File: config.mk
export PLATFORM = sky130hd
export DESIGN_NAME = dep_fifo_issue
export DESIGN_NICKNAME = d
export VERILOG_FILES = /design/src/rtl/dfq_pkg.sv /design/src/rtl/dfq_lane.sv /design/src/rtl/dfq_ready_tbl.sv /design/src/rtl/dfq_steer.sv /design/src/rtl/dep_fifo_issue.sv
export SDC_FILE = /design/constraint.sdc
export NUM_CORES = 1
export LEC_CHECK = 0
export BUFFER_PORTS_ARGS = -buffer_cell sky130_fd_sc_hd__buf_2
export CORE_ASPECT_RATIO = 1.2
export CORE_MARGIN = 3
export CORE_UTILIZATION = 60
export CTS_BUF_LIST = sky130_fd_sc_hd__clkbuf_8
export DETAILED_ROUTE_END_ITERATION = 16
export HOLD_SLACK_MARGIN = 0.02
export PLACE_DENSITY = 0.77
export REMOVE_ABC_BUFFERS = 1
export SYNTH_ARGS = -nofsm -noshare
export SYNTH_HDL_FRONTEND = slang
export SYNTH_SLANG_ARGS = --single-unit
File: constraint.sdc
create_clock -name clk -period 19.87 [get_ports clk]
set_clock_uncertainty 0.1 [all_clocks]
set_input_delay 3.974 -clock clk [delete_from_list [all_inputs] [get_ports clk]]
set_output_delay 3.974 -clock clk [all_outputs]
set_load 0.05 [all_outputs]
File: src/rtl/dfq_pkg.sv
package dfq_pkg;
   typedef enum logic [1:0] {
      STEER_APPEND = 2'd0,
      STEER_FRESH  = 2'd1,
      STEER_HOLD   = 2'd2
   } steer_e;
endpackage

File: src/rtl/dfq_lane.sv
module dfq_lane #(
   parameter int DEPTH    = 8,
   parameter int W        = 18,
   parameter int TAIL_LSB = 0,
   parameter int TAIL_W   = 6
) (
   input  logic              clk,
   input  logic              rst_n,
   input  logic              push,
   input  logic              pop,
   input  logic [W-1:0]      din,
   output logic [W-1:0]      head,
   output logic [TAIL_W-1:0] tail,
   output logic              empty,
   output logic              full
);
   localparam int PW = (DEPTH > 1) ? $clog2(DEPTH) : 1;
   localparam int CW = $clog2(DEPTH + 1);

   if (DEPTH < 2) begin : g_bad_depth
      $error("dfq_lane: DEPTH must be at least 2");
   end
   if (TAIL_LSB + TAIL_W > W) begin : g_bad_tail
      $error("dfq_lane: tail slice exceeds entry width");
   end

   logic [W-1:0]  mem [DEPTH];
   logic [PW-1:0] rd_ptr, wr_ptr, rd_nxt, wr_nxt, wr_prev;
   logic [CW-1:0] cnt;
   logic          do_push, do_pop;
   logic [W-1:0]  tail_ent;

   if ((DEPTH & (DEPTH - 1)) == 0) begin : g_pow2
      assign rd_nxt  = rd_ptr + 1'b1;
      assign wr_nxt  = wr_ptr + 1'b1;
      assign wr_prev = wr_ptr - 1'b1;
   end else begin : g_wrap
      assign rd_nxt  = (rd_ptr == PW'(DEPTH - 1)) ? '0 : rd_ptr + 1'b1;
      assign wr_nxt  = (wr_ptr == PW'(DEPTH - 1)) ? '0 : wr_ptr + 1'b1;
      assign wr_prev = (wr_ptr == '0) ? PW'(DEPTH - 1) : wr_ptr - 1'b1;
   end

   assign empty    = (cnt == '0);
   assign full     = (cnt == CW'(DEPTH));
   assign do_push  = push && !full;
   assign do_pop   = pop && !empty;
   assign head     = mem[rd_ptr];
   assign tail_ent = mem[wr_prev];
   assign tail     = tail_ent[TAIL_LSB +: TAIL_W];

   always_ff @(posedge clk) begin
      if (do_push) mem[wr_ptr] <= din;
   end

   always_ff @(posedge clk) begin
      if (!rst_n) begin
         rd_ptr <= '0;
         wr_ptr <= '0;
         cnt    <= '0;
      end else begin
         if (do_push) wr_ptr <= wr_nxt;
         if (do_pop)  rd_ptr <= rd_nxt;
         if (do_push && !do_pop)      cnt <= cnt + 1'b1;
         else if (do_pop && !do_push) cnt <= cnt - 1'b1;
      end
   end
endmodule

File: src/rtl/dfq_ready_tbl.sv
module dfq_ready_tbl #(
   parameter int NPREG = 32,
   localparam int TW   = $clog2(NPREG)
) (
   input  logic             clk,
   input  logic             rst_n,
   input  logic             clr_en,
   input  logic [TW-1:0]    clr_tag,
   input  logic             set_en,
   input  logic [TW-1:0]    set_tag,
   output logic [NPREG-1:0] rdy
);
   always_ff @(posedge clk) begin
      if (!rst_n) begin
         rdy <= '1;
      end else begin
         if (set_en) rdy[set_tag] <= 1'b1;
         if (clr_en) rdy[clr_tag] <= 1'b0;
      end
   end
endmodule

File: src/rtl/dfq_steer.sv
module dfq_steer
   import dfq_pkg::*;
#(
   parameter int NUM_Q = 4,
   parameter int NPREG = 32,
   localparam int TW   = $clog2(NPREG),
   localparam int QW   = $clog2(NUM_Q)
) (
   input  logic                      clk,
   input  logic                      rst_n,
   input  logic                      disp_valid,
   input  logic [TW-1:0]             src0,
   input  logic                      src0_vld,
   input  logic [TW-1:0]             src1,
   input  logic                      src1_vld,
   input  logic [TW-1:0]             dst,
   input  logic                      dst_vld,
   input  logic [NUM_Q-1:0][TW-1:0]  tail_dst,
   input  logic [NUM_Q-1:0]          tail_dst_vld,
   input  logic [NUM_Q-1:0]          q_empty,
   input  logic [NUM_Q-1:0]          q_full,
   input  logic [NUM_Q-1:0]          q_pop,
   input  logic [NUM_Q-1:0][TW-1:0]  head_dst,
   input  logic [NUM_Q-1:0]          head_dst_vld,
   output logic [QW-1:0]             qsel,
   output logic                      accept,
   output logic                      stall
);
   logic          own_v [NPREG];
   logic [QW-1:0] own_q [NPREG];
   steer_e        dec;
   logic          hit0, hit1;
   logic [QW-1:0] q0, q1;

   always_comb begin
      q0   = own_q[src0];
      q1   = own_q[src1];
      hit0 = src0_vld && own_v[src0] && !q_empty[q0] && !q_full[q0]
             && tail_dst_vld[q0] && (tail_dst[q0] == src0);
      hit1 = src1_vld && own_v[src1] && !q_empty[q1] && !q_full[q1]
             && tail_dst_vld[q1] && (tail_dst[q1] == src1);
      dec  = STEER_HOLD;
      qsel = '0;
      if (hit0) begin
         dec  = STEER_APPEND;
         qsel = q0;
      end else if (hit1) begin
         dec  = STEER_APPEND;
         qsel = q1;
      end else begin
         for (int q = NUM_Q - 1; q >= 0; q--) begin
            if (q_empty[q]) begin
               dec  = STEER_FRESH;
               qsel = QW'(q);
            end
         end
      end
   end

   assign accept = disp_valid && (dec != STEER_HOLD);
   assign stall  = disp_valid && (dec == STEER_HOLD);

   always_ff @(posedge clk) begin
      if (!rst_n) begin
         for (int r = 0; r < NPREG; r++) begin
            own_v[r] <= 1'b0;
            own_q[r] <= '0;
         end
      end else begin
         for (int q = 0; q < NUM_Q; q++) begin
            if (q_pop[q] && head_dst_vld[q] && own_v[head_dst[q]]
                && (own_q[head_dst[q]] == QW'(q)))
               own_v[head_dst[q]] <= 1'b0;
         end
         if (accept && dst_vld) begin
            own_v[dst] <= 1'b1;
            own_q[dst] <= qsel;
         end
      end
   end
endmodule

File: src/rtl/dep_fifo_issue.sv
module dep_fifo_issue #(
   parameter int NUM_Q = 4,
   parameter int DEPTH = 8,
   parameter int NPREG = 32,
   localparam int TW   = $clog2(NPREG),
   localparam int QW   = $clog2(NUM_Q)
) (
   input  logic                     clk,
   input  logic                     rst_n,
   input  logic                     disp_valid,
   input  logic [TW-1:0]            disp_src0,
   input  logic                     disp_src0_vld,
   input  logic [TW-1:0]            disp_src1,
   input  logic                     disp_src1_vld,
   input  logic [TW-1:0]            disp_dst,
   input  logic                     disp_dst_vld,
   output logic                     disp_stall,
   output logic [QW-1:0]            disp_qsel,
   input  logic                     wb_valid,
   input  logic [TW-1:0]            wb_tag,
   output logic [NUM_Q-1:0]         iss_req,
   input  logic [NUM_Q-1:0]         iss_pop,
   output logic [NUM_Q-1:0][TW-1:0] iss_dst,
   output logic [NUM_Q-1:0]         iss_dst_vld
);
   localparam int D_LO  = 0;
   localparam int DV    = TW;
   localparam int S1_LO = TW + 1;
   localparam int S1V   = 2 * TW + 1;
   localparam int S0_LO = 2 * TW + 2;
   localparam int S0V   = 3 * TW + 2;
   localparam int EW    = 3 * TW + 3;

   if (NUM_Q < 2) begin : g_bad_q
      $error("dep_fifo_issue: NUM_Q must be at least 2");
   end
   if (NPREG != (1 << TW)) begin : g_bad_preg
      $error("dep_fifo_issue: NPREG must be a power of two");
   end

   logic [EW-1:0]             disp_ent;
   logic [NUM_Q-1:0][EW-1:0]  heads;
   logic [NUM_Q-1:0][TW:0]    tails;
   logic [NUM_Q-1:0][TW-1:0]  tail_dst;
   logic [NUM_Q-1:0]          tail_dst_vld;
   logic [NUM_Q-1:0]          q_empty, q_full, q_push, q_pop;
   logic [NPREG-1:0]          rdy_vec;
   logic                      accept;

   assign disp_ent = {disp_src0_vld, disp_src0, disp_src1_vld, disp_src1,
                      disp_dst_vld, disp_dst};

   dfq_steer #(.NUM_Q(NUM_Q), .NPREG(NPREG)) u_steer (
      .clk(clk), .rst_n(rst_n), .disp_valid(disp_valid),
      .src0(disp_src0), .src0_vld(disp_src0_vld),
      .src1(disp_src1), .src1_vld(disp_src1_vld),
      .dst(disp_dst), .dst_vld(disp_dst_vld),
      .tail_dst(tail_dst), .tail_dst_vld(tail_dst_vld),
      .q_empty(q_empty), .q_full(q_full), .q_pop(q_pop),
      .head_dst(iss_dst), .head_dst_vld(iss_dst_vld),
      .qsel(disp_qsel), .accept(accept), .stall(disp_stall)
   );

   dfq_ready_tbl #(.NPREG(NPREG)) u_rdy (
      .clk(clk), .rst_n(rst_n),
      .clr_en(accept && disp_dst_vld), .clr_tag(disp_dst),
      .set_en(wb_valid), .set_tag(wb_tag),
      .rdy(rdy_vec)
   );

   for (genvar q = 0; q < NUM_Q; q++) begin : g_lane
      logic [EW-1:0] h;
      assign q_push[q] = accept && (disp_qsel == QW'(q));
      assign q_pop[q]  = iss_pop[q] && iss_req[q];

      dfq_lane #(.DEPTH(DEPTH), .W(EW), .TAIL_LSB(D_LO), .TAIL_W(TW + 1)) u_lane (
         .clk(clk), .rst_n(rst_n), .push(q_push[q]), .pop(q_pop[q]),
         .din(disp_ent), .head(heads[q]), .tail(tails[q]),
         .empty(q_empty[q]), .full(q_full[q])
      );

      assign h               = heads[q];
      assign tail_dst[q]     = tails[q][TW-1:0];
      assign tail_dst_vld[q] = tails[q][TW];
      assign iss_dst[q]      = h[D_LO +: TW];
      assign iss_dst_vld[q]  = h[DV];
      assign iss_req[q]      = !q_empty[q]
                               && (!h[S0V] || rdy_vec[h[S0_LO +: TW]])
                               && (!h[S1V] || rdy_vec[h[S1_LO +: TW]]);
   end
endmodule

Word-level counts from Yosys, hierarchy flattened
Memory sizes are Yosys's and may differ from the RTL's. A register that Yosys moved wholly into a read port is not among the register bits.
Index checks and enable logic that the tools add are counted.
{ "classes": {"n_addsub": 20, "n_lt_le_gt_ge": 14, "n_eq_ne": 14, "muxes": 109, "bitwise": 3, "reduce_logical": 111} }
{ "ops": {"columns": ["cell", "n"], "rows": [
  ["$mux W32", 3],
  ["$lt A5 B6 Y1 const B", 10],
  ["$logic_and A1 B1 Y1", 59],
  ["$mux W1", 51],
  ["$bmux W1 S5", 8],
  ["$mux W5", 8],
  ["$and A32 B32 Y32", 1],
  ["$mux W4", 8],
  ["$not A32 Y32", 1],
  ["$or A32 B32 Y32", 1],
  ["$logic_not A1 Y1", 28],
  ["$mux W2", 13],
  ["$add A3 B1 Y3 const B", 8],
  ["$mux W3", 8],
  ["$bmux W5 S2", 2],
  ["$add A4 B1 Y4 const B", 4],
  ["$eq A4 B4 Y1 const B", 4],
  ["$logic_not A4 Y1", 4],
  ["$sub A4 B1 Y4 const B", 4],
  ["$bmux W1 S2", 6],
  ["$sub A3 B1 Y3 const B", 4],
  ["$demux W1 S5", 2],
  ["$eq A2 B2 Y1 const B", 5],
  ["$eq A5 B5 Y1", 2],
  ["9 further kinds", 27]
]} }
{ "totals": {"reg_bits": 72, "ramBits": 672, "input_bits": 31, "output_inout_bits": 31, "word_cells": 290, "memories": 6} }
{ "mem_list": {"columns": ["memory", "depth", "word_bits", "read_ports", "rd_clocked_by_memory_dff", "wr", "line_no", "rtl"], "rows": [
  ["g_lane[0].u_lane.mem", 8, 18, 2, 1, 1, "dfq_lane.sv:27", "logic [W-1:0] mem [DEPTH];"],
  ["g_lane[1].u_lane.mem", 8, 18, 2, 1, 1, "dfq_lane.sv:27", null],
  ["g_lane[2].u_lane.mem", 8, 18, 2, 1, 1, "dfq_lane.sv:27", null],
  ["g_lane[3].u_lane.mem", 8, 18, 2, 1, 1, "dfq_lane.sv:27", null],
  ["u_steer.own_q", 32, 2, 6, 0, 32, "dfq_steer.sv:30", "logic [QW-1:0] own_q [NPREG];"],
  ["u_steer.own_v", 32, 1, 6, 0, 32, "dfq_steer.sv:29", "logic own_v [NPREG];"]
]} }

Logic depth before layout (Yosys ltp)
Gate-level depths: netlist (run 1).
{ "depth": {"word_depth": 18, "ltp_mapped": 26, "depth_no_buf": 23} }

Cells and area by module
Synthesis (run 1) repeated with hierarchy kept, for this count alone.
{ "hier_totals": {"hier_cells": 2630, "hier_area_um2": 39635.5} }
{ "modules_own_cells": {"columns": ["mod", "n_inst", "cells_each", "area_per_inst_um2"], "rows": [
  ["dfq_lane at g_lane[0].u_lane ...", 2, 307, 6468.7],
  ["dfq_lane at g_lane[2].u_lane ...", 2, 307, 6458.7],
  ["dfq_steer", 1, 1011, 9942.0],
  ["dep_fifo_issue", 1, 229, 2399.8],
  ["dfq_ready_tbl", 1, 162, 1438.9]
]} }

Worst setup path before layout (run 1)
OpenSTA, ideal clock, no wires.
{ "synth_path": {"path_type": "input port to output port", "startpoint": "in disp_src0[0]", "endpoint": "out disp_stall", "arrival_ns": 7.396, "path_slack_ns": 8.400, "stages": 9, "cell_sequence": "buf_4 > buf_2 > buf_1 > mux4_2 > mux4_2 > nand2b_1 > mux2i_1 > a31o_2 > nor3_1"} }
{ "synth_between": {"elab_chain_cells": 11, "elab_cells_between_ends": 21, "classes_between": "eq/ne: 2; mux: 9; reduce/logical: 8; memory: 2"} }
{ "synth_lines": {"columns": ["item", "line_no", "rtl"], "rows": [
  ["from (decl)", "dep_fifo_issue.sv:11", "input logic [TW-1:0] disp_src0,"],
  ["$mem_v2 Z32 W2", null, null],
  ["$bmux W1 S2", "dfq_steer.sv:38", "hit0 = src0_vld && own_v[src0] && !q_empty[q0] && !q_full[q0]"],
  ["$mux W1 (not written as such)", "dfq_steer.sv:38", null],
  ["$logic_not A1 Y1", "dfq_steer.sv:38", null],
  ["$logic_and A1 B1 Y1 (2 in a row)", "dfq_steer.sv:38", null],
  ["$logic_and A1 B1 Y1", "dfq_steer.sv:39", "&& tail_dst_vld[q0] && (tail_dst[q0] == src0);"],
  ["$logic_and A1 B1 Y1 *", "dfq_steer.sv:39", null],
  ["$mux W2 *", "dfq_steer.sv:44", "if (hit0) begin"],
  ["$eq A2 B2 Y1 *", "dfq_steer.sv:61", "assign stall = disp_valid && (dec == STEER_HOLD);"],
  ["$logic_and A1 B1 Y1 *", "dfq_steer.sv:61", null],
  ["to (decl)", "dep_fifo_issue.sv:17", "output logic disp_stall,"]
]} }
Mark *: on every way between the ends. The rest lies on a longest branch, timed or not. The select of a mux whose other input is x is not followed.

Worst setup path in the final report (run 1)
{ "layout_path": {"startpoint": "in disp_src1[0]", "endpoint": "out disp_qsel[0]"} }
{ "layout_between": {"elab_chain_cells": 10, "elab_cells_between_ends": 20, "classes_between": "eq/ne: 1; mux: 10; reduce/logical: 7; memory: 2"} }
{ "layout_lines": {"columns": ["item", "line_no", "rtl"], "rows": [
  ["from (decl)", "dep_fifo_issue.sv:13", "input logic [TW-1:0] disp_src1,"],
  ["$mem_v2 Z32 W2", null, null],
  ["$bmux W1 S2", "dfq_steer.sv:40", "hit1 = src1_vld && own_v[src1] && !q_empty[q1] && !q_full[q1]"],
  ["$mux W1 (not written as such)", "dfq_steer.sv:40", null],
  ["$logic_not A1 Y1", "dfq_steer.sv:40", null],
  ["$logic_and A1 B1 Y1 (2 in a row)", "dfq_steer.sv:40", null],
  ["$logic_and A1 B1 Y1 (2 in a row)", "dfq_steer.sv:41", "&& tail_dst_vld[q1] && (tail_dst[q1] == src1);"],
  ["$mux W2 *", "dfq_steer.sv:47", "end else if (hit1) begin"],
  ["$mux W2 *", "dfq_steer.sv:44", null],
  ["to (decl)", "dep_fifo_issue.sv:18", "output logic [QW-1:0] disp_qsel,"]
]} }
Marks and branches as above.

==> run metrics, run 1 <==
antenna violations before repair=8; chip width=237.7 um; Worst path max stage delay=630 ps; sequential cell area fraction in the yosys report=0.5571; port bufs=61; gpl congestion=1.018; most common cell after layout, fill and taps aside=edfxtp_1; Yosys cell types=85; Routed WL=137200 um; cells along the critical path=buf_4 > buf_4 > mux2i_1 > a22o_1 > o21ai_0 > nand4_1 > mux4_2 > xnor2_1 > a2111oi_2 > nand2_1 > mux2_2 > mux2i_4 > inv_2 > buf_2; Setup Slack @ Placement=6934 ps; Max IR drop VDD=0.0001032 V; IO Count=62; Via density=7.492; post-route clock period utilization=0.6570; run status=finished, violations left; cell area power density=119.1 mW/mm^2; number of enable flip-flop cells after synthesis=640; leakage=13.84 nW; Synth Instances=2690; slowest CP cell=buf_4; main area contributors after synthesis=edfxtp_1 (50%), mux4_2 (16%), dfxtp_1 (6.0%); PostCTS Resize Cnt=0; Setup TNS=0 ps; synthesized cell area=0.03867 mm^2; first-pass GRT wire length=196300 um; Setup crit start kind=input pin; share of layout cells above drive strength 1=0.2327; cts bufs inserted=113; Die H=284.1 um; Initial DRT Pass Iterations=6; final hold vios=0; Crit. End Element=output pin; number of cells on the worst hold path=2; Top FF cell, synth=edfxtp_1; GR Overflow Total=0; Ys Warns=0; worst setup margin=6816 ps; r2r setup slk=11810 ps; Worst path depth=14; vias=27750; Final Net Count=2834; cell repeated most along the worst path=buf_4; pin count of the biggest net entering global routing=66; peak fanout along the critical path=39; Tmin final=13050 ps; Max Slew Vio Count=1; Worst-path clk slew=60 ps; Area growth, synth to finish=9.232%; CTS tree=done; Max Cap Viol=0; Clk Latency, worst-skew pair=790 ps; Top delay family on crit path=multiplexers; Post-CTS Setup Bufs=0; worst-margin pin slew=1611 ps; WP data arrival=8980 ps; failing checks=max-slew violations; Critical Path RT=15800 ps; DRC viols=0; Core ar.=0.06356 mm^2; Relative slew margins=-0.07404; total track usage=0.4081; Root Buffer=clkbuf_8; fmax=0.07660 GHz; RSZ-0062 raised after global routing=no; worst path buffer plus inverter count=4; Finish-stage setup viols=0; most frequent cells in the layout=edfxtp_1 (640), mux4_2 (274), mux2i_1 (198); asr flop ratio synth=0; Starting Density=0.6083; Worst R2R Path Depth=20; post-synth top area cell=edfxtp_1; CP Class=input pin to output pin; row cnt=101; syn_area_per_cell=14.37 um^2; Detail Placement HPWL=92820 um; Die Area=0.06754 mm^2; number of global-route vias before repair=27230; DRT iter0 DRCs=3869; top cell type's share of synthesized area=0.4970; # hold bufs at CTS=0; H-tree levels=3; deepest clock path buffer count=3; antenna-violating nets left=0; FF+latch count, synth=756; final core occ=0.6645; final worst hold slack=427.4 ps; CTS Sinks=756; WL/cell=37.05 um; Hold WC Path Type=flop to flop
-- routing by layer --
metal  vias to the layer above  part of all wire  global-route usage
met5                         -           0.00023                   0
met4                         4             0.087              0.2827
met3                       568              0.12              0.1115
met2                      2179              0.46              0.6321
met1                     13830              0.33              0.5017
li1                      11170                 -                   -
-- path summary, 6_finish.rpt --
path                                            startpoint                          to
worst max-delay path                          disp_src1[0]                disp_qsel[0]
worst min-delay path            g_lane[0].u_lane.wr_ptr[1]  g_lane[0].u_lane.wr_ptr[1]
worst max register to register  g_lane[3].u_lane.wr_ptr[0]     g_lane[2].u_lane.cnt[3]
worst min register to register  g_lane[0].u_lane.wr_ptr[1]  g_lane[0].u_lane.wr_ptr[1]
-- cell families (layout without fill, tap and decap cells) --
logic type | count (synthesis) | count (layout) | share of synthesized area
other cells | 0 | 5 | 0
xor+xnor | 34 | 34 | 0.007701
flops | 756 | 756 | 0.5571
compound gates | 483 | 483 | 0.08805
buf+inv | 236 | 421 | 0.02738
mux | 509 | 509 | 0.2218
fa+ha+maj | 28 | 28 | 0.009837
simple gates | 644 | 644 | 0.08814
-- Yosys cell counts (all sizes together), types with 14 or more instances --
| master | count |
|---|---|
| nor3 | 63 |
| o311ai | 18 |
| a211oi | 27 |
| mux4 | 274 |
| nand2 | 145 |
| ha | 24 |
| a21oi | 55 |
| mux2i | 205 |
| and2 | 16 |
| xnor2 | 20 |
| nand4b | 28 |
| nor4 | 22 |
| clkbuf | 87 |
| a22oi | 61 |
| inv | 60 |
| a31oi | 15 |
| or3 | 18 |
| nand2b | 30 |
| nand3b | 21 |
| nor3b | 19 |
| o211ai | 15 |
| nor2 | 152 |
| o21ai | 118 |
| nand3 | 53 |
| edfxtp | 640 |
| mux2 | 30 |
| dfxtp | 116 |
| xor2 | 14 |
| buf | 86 |
| o32a | 22 |
| o22ai | 25 |
| a21o | 21 |
-- sequential cells by signal, summed over array words and instances (netlist names), named ones only --
register	cells
u_rdy.rdy	32
g_lane.u_lane.rd_ptr	12
g_lane.u_lane.cnt	16
g_lane.u_lane.wr_ptr	12
u_steer.own_q	64
u_steer.own_v	32
g_lane.u_lane.mem	576
-- power breakdown --
| part | internal [W] | switching (W) | leakage [nW] |
|---|---|---|---|
| logic | 0.000645 | 0.00123 | 5.80 |
| clock network | 0.000625 | 0.000649 | 1.25 |
| registers | 0.00181 | 0.0000693 | 6.79 |
-- stage by stage --
step	total power, W	cell area (um^2)	cells
2_1_floorplan	0.003070	37850	2517
3_3_place_gp	0.003696	39970	3484
3_5_place_dp	0.003738	39970	3484
4_1_cts	0.004997	42220	3699
5_1_grt	0.005199	42230	3702
6_report	0.005032	42240	3704
-- tightest hold or removal path, cell delays in order, from the launching register on --
cell     delay, ps
dfxtp_1        360
nand2_1         70
mux2i_1         50
-- layout make-up --
cell class,count,area [um^2]
clock inverter,102,696.9
sequential,756,21550
timing repair buffer,143,925.9
clock buffer,113,1555
inverter,63,237.7
multi-input combinational,1698,16230
antenna,5,12.51
fill,4363,21330
tap,824,1031
Note: power is estimated with default switching activity, not from simulation.
==> run 2: changes to the inputs <==
--- a/config.mk
+++ b/config.mk
@@ -8,11 +8,11 @@
 export BUFFER_PORTS_ARGS = -buffer_cell sky130_fd_sc_hd__buf_2
 export CORE_ASPECT_RATIO = 1.2
 export CORE_MARGIN = 3
-export CORE_UTILIZATION = 60
+export CORE_UTILIZATION = 59
 export CTS_BUF_LIST = sky130_fd_sc_hd__clkbuf_8
 export DETAILED_ROUTE_END_ITERATION = 16
 export HOLD_SLACK_MARGIN = 0.02
-export PLACE_DENSITY = 0.77
+export PLACE_DENSITY = 0.78
 export REMOVE_ABC_BUFFERS = 1
 export SYNTH_ARGS = -nofsm -noshare
 export SYNTH_HDL_FRONTEND = slang
==> constraint.sdc (replaced) <==
create_clock -name clk -period 11.5 [get_ports clk]
set_clock_uncertainty 0.1 [all_clocks]
set_input_delay 2.3 -clock clk [delete_from_list [all_inputs] [get_ports clk]]
set_output_delay 2.3 -clock clk [all_outputs]
set_load 0.05 [all_outputs]
==> run metrics, run 2 (synthesis results as in run 1) <==
fillers=4469 (+2.4%); GR Overflow Total=0 (unchanged); Setup Slack @ Placement=2439 ps (-4495 ps); # hold bufs at CTS=0 (unchanged); Largest Register=g_lane.u_lane.mem; vias=27490 (-0.93%); Finish-stage setup viols=0 (unchanged); Tmin final=9174 ps; PostCTS Resize Cnt=0 (unchanged); Initial DRT Pass Iterations=9 (+3); Max Cap Viol=0 (unchanged); worst-margin pin slew=1427 ps (-184.4 ps); chip width=239.7 um (+0.82%); antenna-violating nets left=0 (unchanged); gpl congestion=1.047 (+2.9%); Starting Density=0.5976 (-0.01072); sequential share of power=0.377 (+0.003); DRC viols=0 (unchanged); Max IR drop VDD=0.0001513 V (+47%); Setup crit start=disp_src0[1]; Worst R2R Path Depth=20 (unchanged); RSZ-0062 raised after global routing=no; cell area power density=204.8 mW/mm^2 (+72%); RR Endpoint=g_lane[2].u_lane.cnt[3]; RR Startpoint=g_lane[3].u_lane.wr_ptr[0]; Critical Path RT=9100 ps (-6700 ps); Setup TNS=0 ps (unchanged); Routed WL=131500 um (-4.2%); Max Slew Vio Count=0 (-1); Post-CTS Setup Bufs=0 (unchanged); Root Buffer=clkbuf_8; number of global-route vias before repair=26940 (-1.1%); Via density=7.421 (-0.96%); Top delay family on crit path=simple AND/OR/NAND/NOR gates; CTS Sinks=756 (unchanged); CTS tree=done; peak fanout along the critical path=16 (-59%); Final Net Count=2829 (-0.18%); Relative slew margins=0.04892 (+0.1230); most common cell after layout, fill and taps aside=edfxtp_1; most frequent cells in the layout=edfxtp_1 (640), mux4_2 (274), mux2i_1 (199); H-tree levels=3 (unchanged); Worst Hold Path EP=g_lane[0].u_lane.cnt[3]; worst path buffer plus inverter count=3 (-1); internal power=0.005364 W (+74%); post-route clock period utilization=0.7977; IO Count=62 (unchanged); total track usage=0.3870 (-0.02109); pin count of the biggest net entering global routing=92 (+39%); Logic pwr share=0.369 (-0.004); slowest CP cell=nor2_1; biggest regs=g_lane.u_lane.mem x576, u_steer.own_q x64; Switching Fraction=0.3797 (-0.007357); cells along the critical path=buf_2 > nor2b_1 > a22oi_1 > nand2_1 > o21ai_0 > nor2_1 > mux2i_1 > mux2_2 > nor4b_1 > nand2_1 > mux2i_4 > inv_2 > buf_2; antenna violations before repair=7 (-1); Setup crit start kind=input pin; Detail Placement HPWL=89450 um (-3.6%); share of layout cells above drive strength 1=0.2325 (about the same); Area after DPL=0.03996 mm^2 (about the same); WL/cell=35.49 um (-4.2%); Die H=286.4 um (+0.83%); port bufs=61 (unchanged); CP Class=input pin to output pin; Hold WC Path Type=flop to flop; number of cells on the worst hold path=2 (unchanged); first-pass GRT wire length=188800 um (-3.8%); Largest register FFs=576 (unchanged); Clk Latency, worst-skew pair=750 ps (-40 ps); worst setup margin=2326 ps (-4490 ps); Sequential cell area=0.02155 mm^2 (unchanged); Clk pwr share=0.254 (about the same); Die Area=0.06866 mm^2 (+1.7%); r2r setup slk=3550 ps (-8260 ps); Core ar.=0.06470 mm^2 (+1.8%); fmax=0.1090 GHz; WP data arrival=6770 ps (-2210 ps); DRT iter0 DRCs=4014 (+3.7%); final core occ=0.6526 (-0.01190); Worst-path clk slew=60 ps (about the same); row cnt=102 (+0.99%); Area growth, synth to finish=9.199% (about the same); Crit. End Element=output pin; deepest clock path buffer count=3 (unchanged); cts bufs inserted=111 (-1.8%); hold path startpoint=g_lane[0].u_lane.cnt[3]; leakage=13.83 nW (about the same); Worst path max stage delay=700 ps (+70 ps); final hold vios=0 (unchanged); Finished Cell Area=0.04222 mm^2 (about the same); run status=finished clean; NetSw=0.003284 W (+69%); multi-input gate area in the final layout=0.01622 mm^2 (about the same)
==> run 2: worst max path at each step <==
| stage | slack, ps | to | cells after the start |
|---|---|---|---|
| floorplan | 3010 | g_lane[1].u_lane.mem[2][0] | 13 |
| global placement | 2480 | disp_qsel[0] | 13 |
| detailed placement | 2440 | disp_qsel[0] | 13 |
| finish | 2330 | disp_qsel[0] | 13 |
| CTS | 2430 | disp_qsel[0] | 13 |
| global route | 2000 | disp_qsel[0] | 13 |
==> run 2: layout make-up <==
cell class,instances,area share
sequential,756,0.5103
multi-input combinational,1698,0.3842
clock buffer,118,0.03846
tap,832,0.02465
timing repair buffer,140,0.02169
clock inverter,89,0.01455
inverter,63,0.005601
antenna,9,0.0005334
==> run 2: power groups by stage <==
stage	Clock (W)	Combinational [W]	Sequential, W
floorplan	0	0.00194	0.00336
global placement	0	0.00304	0.00330
detailed placement	0	0.00310	0.00332
CTS	0.00222	0.00311	0.00326
global route	0.00234	0.00334	0.00327
finish	0.00219	0.00319	0.00326
==> run 2: worst reg2reg max path, cell delays in order (launching register included) <==
cell and delay (ps):
dfxtp_1 980, inv_1 330, ha_1 320, xor2_1 830, mux2i_1 760, a211oi_1 190
or3_1 360, a2111oi_2 360, nand2_1 170, mux2_2 340, mux2i_4 440, nand4_1 770
inv_1 440, ha_1 250, inv_1 90, ha_1 280, a21o_1 170, a21oi_1 170
xnor2_1 90, or3_1 310, a21oi_1 140
==> run 2: metal layers <==
layer  track usage  up-vias  part of all wire
li1              -    11160                 -
met1        0.4792    13720              0.34
met2        0.6038     2073              0.46
met3        0.1140      537              0.12
met4        0.2365        2             0.077
met5             0        -           0.00014
==> run 2: metrics by stage <==
step | cells | hold WS, ps | power, W
after floorplan | 2517 | 366.6 | 0.005304
after global placement | 3488 | 390.9 | 0.006345
after detailed placement | 3488 | 413.2 | 0.006420
after CTS | 3695 | 422.2 | 0.008588
after global routing | 3699 | 451.0 | 0.008948
final | 3705 | 426.2 | 0.008648
